### src/rtl/ptw_pkg.sv
package ptw_pkg;

    localparam int unsigned PTW_LEVELS = 5;
    localparam int unsigned PTW_SHW    = 6;
    localparam int unsigned PTW_TOP    = PTW_LEVELS - 1;

    localparam int unsigned E_VALID    = 0;
    localparam int unsigned E_DIRTY    = 1;
    localparam int unsigned E_HUGE     = 6;
    localparam int unsigned E_GLOBAL   = 6;
    localparam int unsigned E_HGLOBAL  = 12;
    localparam int unsigned E_LVL_LO   = 13;
    localparam int unsigned E_LVL_HI   = 14;
    localparam int unsigned E_NR       = 61;
    localparam int unsigned E_NX       = 62;
    localparam int unsigned E_RPLV     = 63;

    typedef enum logic [1:0] {
        ST_IDLE = 2'd0,
        ST_SCAN = 2'd1,
        ST_READ = 2'd2,
        ST_WAIT = 2'd3
    } ptw_state_e;

    typedef logic [PTW_LEVELS-1:0][PTW_SHW-1:0] lvl_field_t;

    typedef struct packed {
        ptw_state_e  st;
        logic [2:0]  lvl;
        logic [63:0] va;
        logic [63:0] base;
        lvl_field_t  sh;
        lvl_field_t  wd;
        logic [1:0]  code;
        logic        ack;
        logic        done;
        logic        hit;
        logic        rw;
        logic [63:0] pa;
    } ptw_regs_t;

endpackage

### src/rtl/ptw_entry_addr.sv
module ptw_entry_addr
    import ptw_pkg::*;
(
    input  logic [63:0]        base,
    input  logic [63:0]        va,
    input  logic [PTW_SHW-1:0] shift,
    input  logic [PTW_SHW-1:0] width,
    input  logic [1:0]         code,
    output logic [63:0]        addr
);
    logic [63:0] idx;
    logic [3:0]  stride;

    always_comb begin
        idx    = (va >> shift) & ((64'd1 << width) - 64'd1);
        stride = 4'(({2'b00, code} + 4'd1) * 4'd3);
        addr   = base | (idx << stride);
    end
endmodule

### src/rtl/ptw_leaf_fmt.sv
module ptw_leaf_fmt
    import ptw_pkg::*;
#(
    parameter int unsigned PA_W     = 48,
    parameter int unsigned PG_SHIFT = 12
) (
    input  logic [63:0]        word,
    input  logic               from_dir,
    input  logic [63:0]        va,
    input  logic [PTW_SHW-1:0] last_shift,
    output logic               hit,
    output logic               rw,
    output logic [63:0]        pa
);
    localparam logic [63:0] PA_MASK = (64'd1 << PA_W) - 64'd1;
    localparam logic [63:0] PG_MASK = ~((64'd1 << PG_SHIFT) - 64'd1);

    logic [63:0] pte;
    logic [63:0] offs;
    logic [63:0] sum;

    always_comb begin
        pte = word;
        if (from_dir) begin
            pte[E_LVL_HI:E_LVL_LO] = 2'b00;
            pte[E_HUGE]            = 1'b0;
            if (pte[E_HGLOBAL]) begin
                pte[E_HGLOBAL] = 1'b0;
                pte[E_GLOBAL]  = 1'b1;
            end
        end
        offs         = (va & PA_MASK) & ((64'd1 << last_shift) - 64'd1);
        sum          = pte + offs;
        sum[E_RPLV]  = 1'b0;
        sum[E_NX]    = 1'b0;
        sum[E_NR]    = 1'b0;
        hit          = pte[E_VALID];
        rw           = pte[E_VALID] & pte[E_DIRTY];
        pa           = pte[E_VALID] ? (sum & PG_MASK) : 64'd0;
    end
endmodule

### src/rtl/ptw_walker.sv
module ptw_walker
    import ptw_pkg::*;
#(
    parameter int unsigned PA_W     = 48,
    parameter int unsigned PG_SHIFT = 12,
    parameter int unsigned HALF_BIT = 63
) (
    input  logic                          clk,
    input  logic                          rst_n,
    input  logic                          req,
    input  logic [63:0]                   req_va,
    output logic                          ack,
    output logic                          busy,
    output logic                          done,
    output logic                          hit,
    output logic                          perm_rw,
    output logic [63:0]                   pa,
    input  logic [63:0]                   cfg_root_lo,
    input  logic [63:0]                   cfg_root_hi,
    input  logic [PTW_LEVELS*PTW_SHW-1:0] cfg_shift,
    input  logic [PTW_LEVELS*PTW_SHW-1:0] cfg_width,
    input  logic [1:0]                    cfg_pte_code,
    output logic                          mem_rd_valid,
    input  logic                          mem_rd_ready,
    output logic [63:0]                   mem_rd_addr,
    input  logic                          mem_rsp_valid,
    input  logic [63:0]                   mem_rsp_data
);
    localparam logic [63:0] PA_MASK = (64'd1 << PA_W) - 64'd1;
    localparam logic [63:0] PG_MASK = ~((64'd1 << PG_SHIFT) - 64'd1);

    ptw_regs_t  r_q, r_d;
    lvl_field_t sh_in, wd_in;

    for (genvar l = 0; l < PTW_LEVELS; l++) begin : g_unpack
        assign sh_in[l] = cfg_shift[l*PTW_SHW +: PTW_SHW];
        assign wd_in[l] = cfg_width[l*PTW_SHW +: PTW_SHW];
    end

    logic [PTW_SHW-1:0] cur_sh, cur_wd;
    logic [63:0]        rd_addr;
    logic [63:0]        dir_word;
    logic [63:0]        fmt_word;
    logic [63:0]        next_base;
    logic               fmt_hit, fmt_rw;
    logic [63:0]        fmt_pa;
    logic               at_leaf;

    assign cur_sh  = r_q.sh[r_q.lvl];
    assign cur_wd  = r_q.wd[r_q.lvl];
    assign at_leaf = (r_q.lvl == 3'd0);
    assign dir_word  = mem_rsp_data & PA_MASK;
    assign next_base = dir_word & PG_MASK;
    assign fmt_word  = at_leaf ? mem_rsp_data : dir_word;

    ptw_entry_addr u_addr (
        .base  (r_q.base),
        .va    (r_q.va),
        .shift (cur_sh),
        .width (cur_wd),
        .code  (r_q.code),
        .addr  (rd_addr)
    );

    ptw_leaf_fmt #(.PA_W(PA_W), .PG_SHIFT(PG_SHIFT)) u_fmt (
        .word       (fmt_word),
        .from_dir   (!at_leaf),
        .va         (r_q.va),
        .last_shift (cur_sh),
        .hit        (fmt_hit),
        .rw         (fmt_rw),
        .pa         (fmt_pa)
    );

    always_comb begin
        r_d      = r_q;
        r_d.ack  = 1'b0;
        r_d.done = 1'b0;
        unique case (r_q.st)
            ST_IDLE: begin
                if (req) begin
                    r_d.ack  = 1'b1;
                    r_d.va   = req_va;
                    r_d.base = (req_va[HALF_BIT] ? cfg_root_hi : cfg_root_lo) & PA_MASK;
                    r_d.sh   = sh_in;
                    r_d.wd   = wd_in;
                    r_d.code = cfg_pte_code;
                    r_d.lvl  = 3'(PTW_TOP);
                    r_d.st   = ST_SCAN;
                end
            end
            ST_SCAN: begin
                if (!at_leaf && cur_wd == '0) begin
                    r_d.lvl = r_q.lvl - 3'd1;
                end else begin
                    r_d.st = ST_READ;
                end
            end
            ST_READ: begin
                if (mem_rd_ready) begin
                    r_d.st = ST_WAIT;
                end
            end
            ST_WAIT: begin
                if (mem_rsp_valid) begin
                    if (at_leaf || dir_word[E_HUGE]) begin
                        r_d.done = 1'b1;
                        r_d.hit  = fmt_hit;
                        r_d.rw   = fmt_rw;
                        r_d.pa   = fmt_pa;
                        r_d.st   = ST_IDLE;
                    end else if (next_base == 64'd0) begin
                        r_d.done = 1'b1;
                        r_d.hit  = 1'b0;
                        r_d.rw   = 1'b0;
                        r_d.pa   = 64'd0;
                        r_d.st   = ST_IDLE;
                    end else begin
                        r_d.base = next_base;
                        r_d.lvl  = r_q.lvl - 3'd1;
                        r_d.st   = ST_SCAN;
                    end
                end
            end
            default: r_d.st = ST_IDLE;
        endcase
    end

    always_ff @(posedge clk) begin
        if (!rst_n) begin
            r_q <= '0;
        end else begin
            r_q <= r_d;
        end
    end

    assign ack          = r_q.ack;
    assign busy         = (r_q.st != ST_IDLE);
    assign done         = r_q.done;
    assign hit          = r_q.hit;
    assign perm_rw      = r_q.rw;
    assign pa           = r_q.pa;
    assign mem_rd_valid = (r_q.st == ST_READ);
    assign mem_rd_addr  = rd_addr;

    // a pending read holds its address until accepted
    a_r11_rd_hold: assert property (@(posedge clk) disable iff (!rst_n)
        mem_rd_valid && !mem_rd_ready |=> mem_rd_valid && $stable(mem_rd_addr));

    // done lasts exactly one cycle
    a_r9_done_pulse: assert property (@(posedge clk) disable iff (!rst_n)
        done |=> !done);

    // a request seen while busy is not taken
    a_r9_busy_ignore: assert property (@(posedge clk) disable iff (!rst_n)
        busy && req |=> !ack);

    // a walk starts only together with an acknowledge
    a_r9_start_ack: assert property (@(posedge clk) disable iff (!rst_n)
        $rose(busy) |-> ack);

    // a miss reports no address and no write permission
    a_r8_miss_zero: assert property (@(posedge clk) disable iff (!rst_n)
        done && !hit |-> (pa == 64'd0) && !perm_rw);

    // no new read request while the walker is idle
    a_r11_idle_quiet: assert property (@(posedge clk) disable iff (!rst_n)
        !busy |-> !mem_rd_valid);

endmodule

### config.mk
export PLATFORM = sky130hd
export DESIGN_NAME = ptw_walker
export DESIGN_NICKNAME = d
export VERILOG_FILES = /design/src/rtl/ptw_pkg.sv /design/src/rtl/ptw_entry_addr.sv /design/src/rtl/ptw_leaf_fmt.sv /design/src/rtl/ptw_walker.sv
export SDC_FILE = /design/constraint.sdc
export NUM_CORES = 1
export LEC_CHECK = 0
export ABC_AREA = 1
export BUFFER_PORTS_ARGS = -buffer_cell sky130_fd_sc_hd__buf_4
export CAP_MARGIN = 25
export CORE_ASPECT_RATIO = 1.25
export CORE_MARGIN = 2
export CORE_UTILIZATION = 25
export DETAILED_ROUTE_END_ITERATION = 10
export PLACE_DENSITY_LB_ADDON = 0.12
export SYNTH_ARGS = -nofsm -noshare
export SYNTH_HDL_FRONTEND = slang
export SYNTH_SLANG_ARGS = --single-unit
### constraint.sdc
create_clock -name clk -period 4.8 [get_ports clk]
set_input_delay 0 -clock clk [delete_from_list [all_inputs] [get_ports clk]]
set_output_delay 0 -clock clk [all_outputs]
set_load 0.005 [all_outputs]
* Word level (Yosys, flattened, before mapping)
Index checks and enable logic that the tools add are counted.
Word-level totals: bits in registers 263, bits in latches 0, RAM bits 0, ROM bits 0, output and inout port bits 134, logic and storage cells 90, memories kept 0
Cells by class: add/sub/neg operators 5, $mul 1, div/mod/pow operators 0, order comparisons 1, equality and inequality tests 10, shift operators 4, mux-type cells 27, bitwise operators 4, reduce and logical (&&, ||, !) cells 18
Operators by type and width (count):
- $mux W196 | 1
- $mux W64 | 3
- $mux W67 | 2
- $pmux W64 S2 | 1
- $mux W61 | 2
- $and A64 B64 Y64 | 1
- $logic_not A64 Y1 | 1
- $or A64 B64 Y64 | 1
- $shl A1 B6 Y64 const A | 1
- $shl A64 B4 Y64 | 1
- $shr A64 B6 Y64 | 1
- $sub A64 B1 Y64 const B | 1
- $add A61 B61 Y61 | 1
- $and A48 B61 Y61 | 1
- $shl A1 B6 Y61 const A | 1
- $sub A61 B1 Y61 const B | 1
- $mux W48 | 1
- $bmux W6 S3 | 2
- $mux W3 | 4
- $mux W6 | 2
- $ne A2 B2 Y1 const B | 6
- $pmux W3 S3 | 1
- $pmux W2 S4 | 1
- $logic_not A6 Y1 | 1
- 23 further kinds | 32

* Depth between registers and ports, before layout
depth after elaboration 8, depth in mapped cells 37

* Cells and area by module
A second synthesis with hierarchy kept.
Unflattened totals: cells, all modules 4854, area total of the unflattened synthesis 26771.9 µm²
Modules (own cells, without submodules):
- ptw_walker | instances 1, cells an instance 1563, area each 10949.3 µm²
- ptw_entry_addr | instances 1, cells an instance 2110, area each 9975.8 µm²
- ptw_leaf_fmt | instances 1, cells an instance 1181, area each 5846.9 µm²

* Worst setup path after synthesis
OpenSTA, ideal clock, no wires.
path type register to register, start point reg r_q[258] (netlist name), end point reg r_q (netlist bit pa[51]), library setup time 0.132 ns, arrival time 4.353 ns, path slack 0.315 ns, cell stages (with the launch flop) 30, path buffers 1, path through dfxtp_1 -> buf_2 -> nor3_4 -> a22oi_1 -> nand2_2 -> inv_2 -> nand2_1 -> ha_1 -> nand2_1 -> nor2_1 -> nand2_1 -> nor4_4 -> nand3_2 -> nor2_2 -> o21ai_0 -> a21oi_1 -> ha_1 -> a21oi_1 -> inv_1 -> a31oi_1 -> a21boi_0 -> o21ai_0 -> a21oi_1 -> o21ai_0 -> nand3_1 -> nand4_1 -> nand3_1 -> a21oi_1 -> o21ai_0 -> a21oi_1
Between the ends: word-level cells in the longest chain between the ends 8
Ends and longest elaborated chain:
- start: declaration | RTL line ptw_walker.sv:32 | ptw_regs_t r_q, r_d;
- start signal: assignment | RTL line ptw_walker.sv:133 | r_q <= r_d;
- $bmux W6 S3 | RTL line ptw_walker.sv:49 | assign cur_sh = r_q.sh[r_q.lvl];
- $mux W6 (implied by the code) | RTL line ptw_walker.sv:49
- $shl A1 B6 Y61 | RTL line ptw_leaf_fmt.sv:32 | offs = (va & PA_MASK) & ((64'd1 << last_shift) - 64'd1);
- $sub A61 B1 Y61 | RTL line ptw_leaf_fmt.sv:32
- $and A48 B61 Y61 | RTL line ptw_leaf_fmt.sv:32
- $add A61 B61 Y61 | RTL line ptw_leaf_fmt.sv:33 | sum = pte + offs;
- $mux W61 | RTL line ptw_leaf_fmt.sv:39 | pa = pte[E_VALID] ? (sum & PG_MASK) : 64'd0;
- $mux W67 | RTL line ptw_walker.sv:106 | if (at_leaf || dir_word[E_HUGE]) begin
Several ways; a longest one is shown, not always the timed one. The select of a mux whose other input is x is not followed. A chain may end at the register's enable or synchronous reset.

* Final worst setup path
start point reg r_q[258] (netlist name), end point reg r_q (netlist bit pa[59])
Same word-level chain as after synthesis.

==> out/summary.txt <==
Status: finished clean
Worst Hold Endpoint: r_q[163]$_SDFFE_PN0P_
Vias in the first global route: 33.7k
Period utilization: 98.5%
Reg2Reg Setup Slack: 0.07 ns
Critical path's largest stage delay: 0.41 ns
Overflow after GRT: 0
Crit-path slowest cell: dfxtp_4
CP Launch Type: register
CTS tree: done
Total CTS buffers: 29
Number of enable flip-flop cells after synthesis: 0
Core Footprint: 98,800 um2
Setup ws final: 0.0738 ns
Site Rows: 129
RSZ-0062 raised after global routing: yes
Gr usage total: 27.7%
Syn_area_per_cell: 5.39 um2
Flop and latch count out of synthesis: 232
Ratio of cells with drive above 1 in the final layout: 25.4%
Largest net degree at the start of global routing: 84
Starting Density: 25.2%
Max cap viols: 0
CTS clk-pin slew, worst paths: 0.08 ns
CTS sink cnt: 232
Clk_skew: 0.0465 ns
Nets: 5,915
Yosys warns: 0
I/O pin cnt: 457
Top cells by area, synth: dfxtp_1 (19%), nand2_1 (17%), nand3_1 (16%), nor2_1 (8.6%), o21ai_0 (7.8%)
Die height: 357 um
Ys flop type: dfxtp_1
Hold path depth: 5
Reg2Reg Depth: 34
Top cell type's share of synthesized area: 18.7%
Post-DP HPWL: 120,000 um
Arrival time at the worst endpoint: 5.21 ns
Full die area: 102,000 um2
Minimum clock period: 4.73 ns
Root buffer cell: clkbuf_16
Final Max Tran Viols: 0
Final setup vio count: 0
Worst Setup End Kind: register
Post-route cell area: 37,900 um2
Initial DRT Pass Iterations: 6
Post-Syn Area: 24,900 um2
First-pass GRT wire length: 213,000 um
Commonest cells in the netlist: nand2_1 (1,125), nand3_1 (795), nor2_1 (570)
Via count: 34.8k
Actual slew at the worst max-slew pin: 1.02 ns
Deepest clock path buffer count: 3
Synth cell types: 56
Iteration-0 DRC Markers: 2,610
Synth Instances: 4,614
Fmax: 212 MHz
Hold Startpoint: cfg_root_hi[33]
Kind of critical path: reg -> reg
Peak fanout along the critical path: 6
CP dominant cell by count: buf_6
H-tree levels: 1
DP Area: 31,800 um2
Final wirelength: 149,000 um
Hold Crit Class: in -> reg
Synth area leader: dfxtp_1
Relative slew slack: 32.0%
Via density: 5.07
Post-route ant nets: 0
Antenna violations before repair: 4
Area Overhead vs Synth: 52.4%
Setup TNS: 0 ns
Worst r2r dst: pa[59]$_SDFFE_PN0P_
Most frequent cell after synthesis: nand2_1
Asr flop ratio synth: 0%
Pre-CTS setup slack: -0.596 ns
Final Hold Vio Count: 0
Residual DRC count: 0
Insertion delay to the later sink of the worst-skew pair: 0.62 ns
Die Span X: 286 um
DR WL/cell: 21.6 um
Sequential area share after synthesis: 18.7%
Reg2Reg Launch Point: r_q[258]$_SDFFE_PN0P_
IO buf count: 406
Worst path required time: 5.28 ns
Routability cong.: 1.02
-- repair_timing --
item,CTS,global route
gates resized for setup,90,491
cloned,0,4
endpoints found under the hold margin,177,1
setup buffers,6,55
endpoints found under the setup margin,99,108
hold buffers,241,1
pin swaps,9,129
-- critical path, delay by kind of cell, from the launching register on --
kind | cells | cell delay (ns)
and+or+nand+nor | 15 | 1.71
buffers and inverters | 10 | 1.17
AOI/OAI and AO/OA | 7 | 0.80
DFF | 1 | 0.41
adders and majority gates | 1 | 0.35
xor gates and xnor gates | 1 | 0.18
-- cells in the final DEF, fill, tap and decap left out, types with 32 or more instances in the layout --
cell type	count
a21oi_1	252
a21oi_2	49
buf_4	893
buf_6	32
clkbuf_16	32
dfxtp_1	229
dlygate4sd3_1	242
ha_1	51
inv_1	404
inv_2	41
nand2_1	1065
nand2_2	43
nand3_1	771
nand4_1	120
nor2_1	461
nor2_2	70
nor2_4	55
o21ai_0	327
o21ai_1	51
o22ai_1	33
-- cell type report --
cell class / instances / area [um2]
Antenna cell: 3 / 7.51
Clock buffer: 34 / 774
Clock inverter: 18 / 265
Fill cell: 11000 / 60900
Inverter: 456 / 1740
Multi-Input combinational cell: 3627 / 18900
Sequential cell: 232 / 4650
Tap cell: 1310 / 1640
Timing Repair Buffer: 1185 / 9870
-- how the worst max path moves through the flow --
stage / depth (start not counted) / slack [ns] / to / startpoint
after floorplan: 29 / 0.32 / pa[51]$_SDFFE_PN0P_ / r_q[258]$_SDFFE_PN0P_
after global placement: 34 / -0.53 / pa[49]$_SDFFE_PN0P_ / r_q[258]$_SDFFE_PN0P_
after detailed placement: 34 / -0.60 / pa[51]$_SDFFE_PN0P_ / r_q[258]$_SDFFE_PN0P_
after CTS: 34 / -0.007 / pa[49]$_SDFFE_PN0P_ / r_q[258]$_SDFFE_PN0P_
after global routing: 34 / -0.20 / pa[59]$_SDFFE_PN0P_ / r_q[258]$_SDFFE_PN0P_
final: 34 / 0.07 / pa[59]$_SDFFE_PN0P_ / r_q[258]$_SDFFE_PN0P_
-- state kept, by name, summed over array words and instances (netlist names) --
| name | count |
|---|---|
| pa | 49 |
| perm_rw | 1 |
| r_q | 179 |
| done | 1 |
| ack | 1 |
| hit | 1 |
-- stage by stage --
stage	util [%]	instances	hold WS [ns]
global placement	32.2	6500	0.254
floorplan	-	4628	0.145
finish	38.3	6865	0.0170
CTS	36.1	6801	0.00329
global route	38.3	6863	0.0400
detailed placement	32.2	6502	0.257
-- cells by family after synthesis --
logic type / count (synthesis) / share of synthesized area [%]
DFF: 232 / 18.7
AOI/OAI and AO/OA: 822 / 17.5
buffers and inverters: 769 / 12.9
and+or+nand+nor: 2716 / 47.3
xor gates and xnor gates: 13 / 0.458
other: 1 / 0.0151
adders and majority gates: 61 / 3.07
-- metal layers --
layer,up-vias,global-route usage (%),wire length [um]
li1,17100,-,-
met1,16400,32.6,60200
met2,1047,50.2,74000
met3,310,2.14,5540
met4,2,14.1,8850
met5,-,0,15
Power is left out: the tool's default activity adds up to more than one toggle a clock period on the data nets, which glitch-free logic cannot reach.
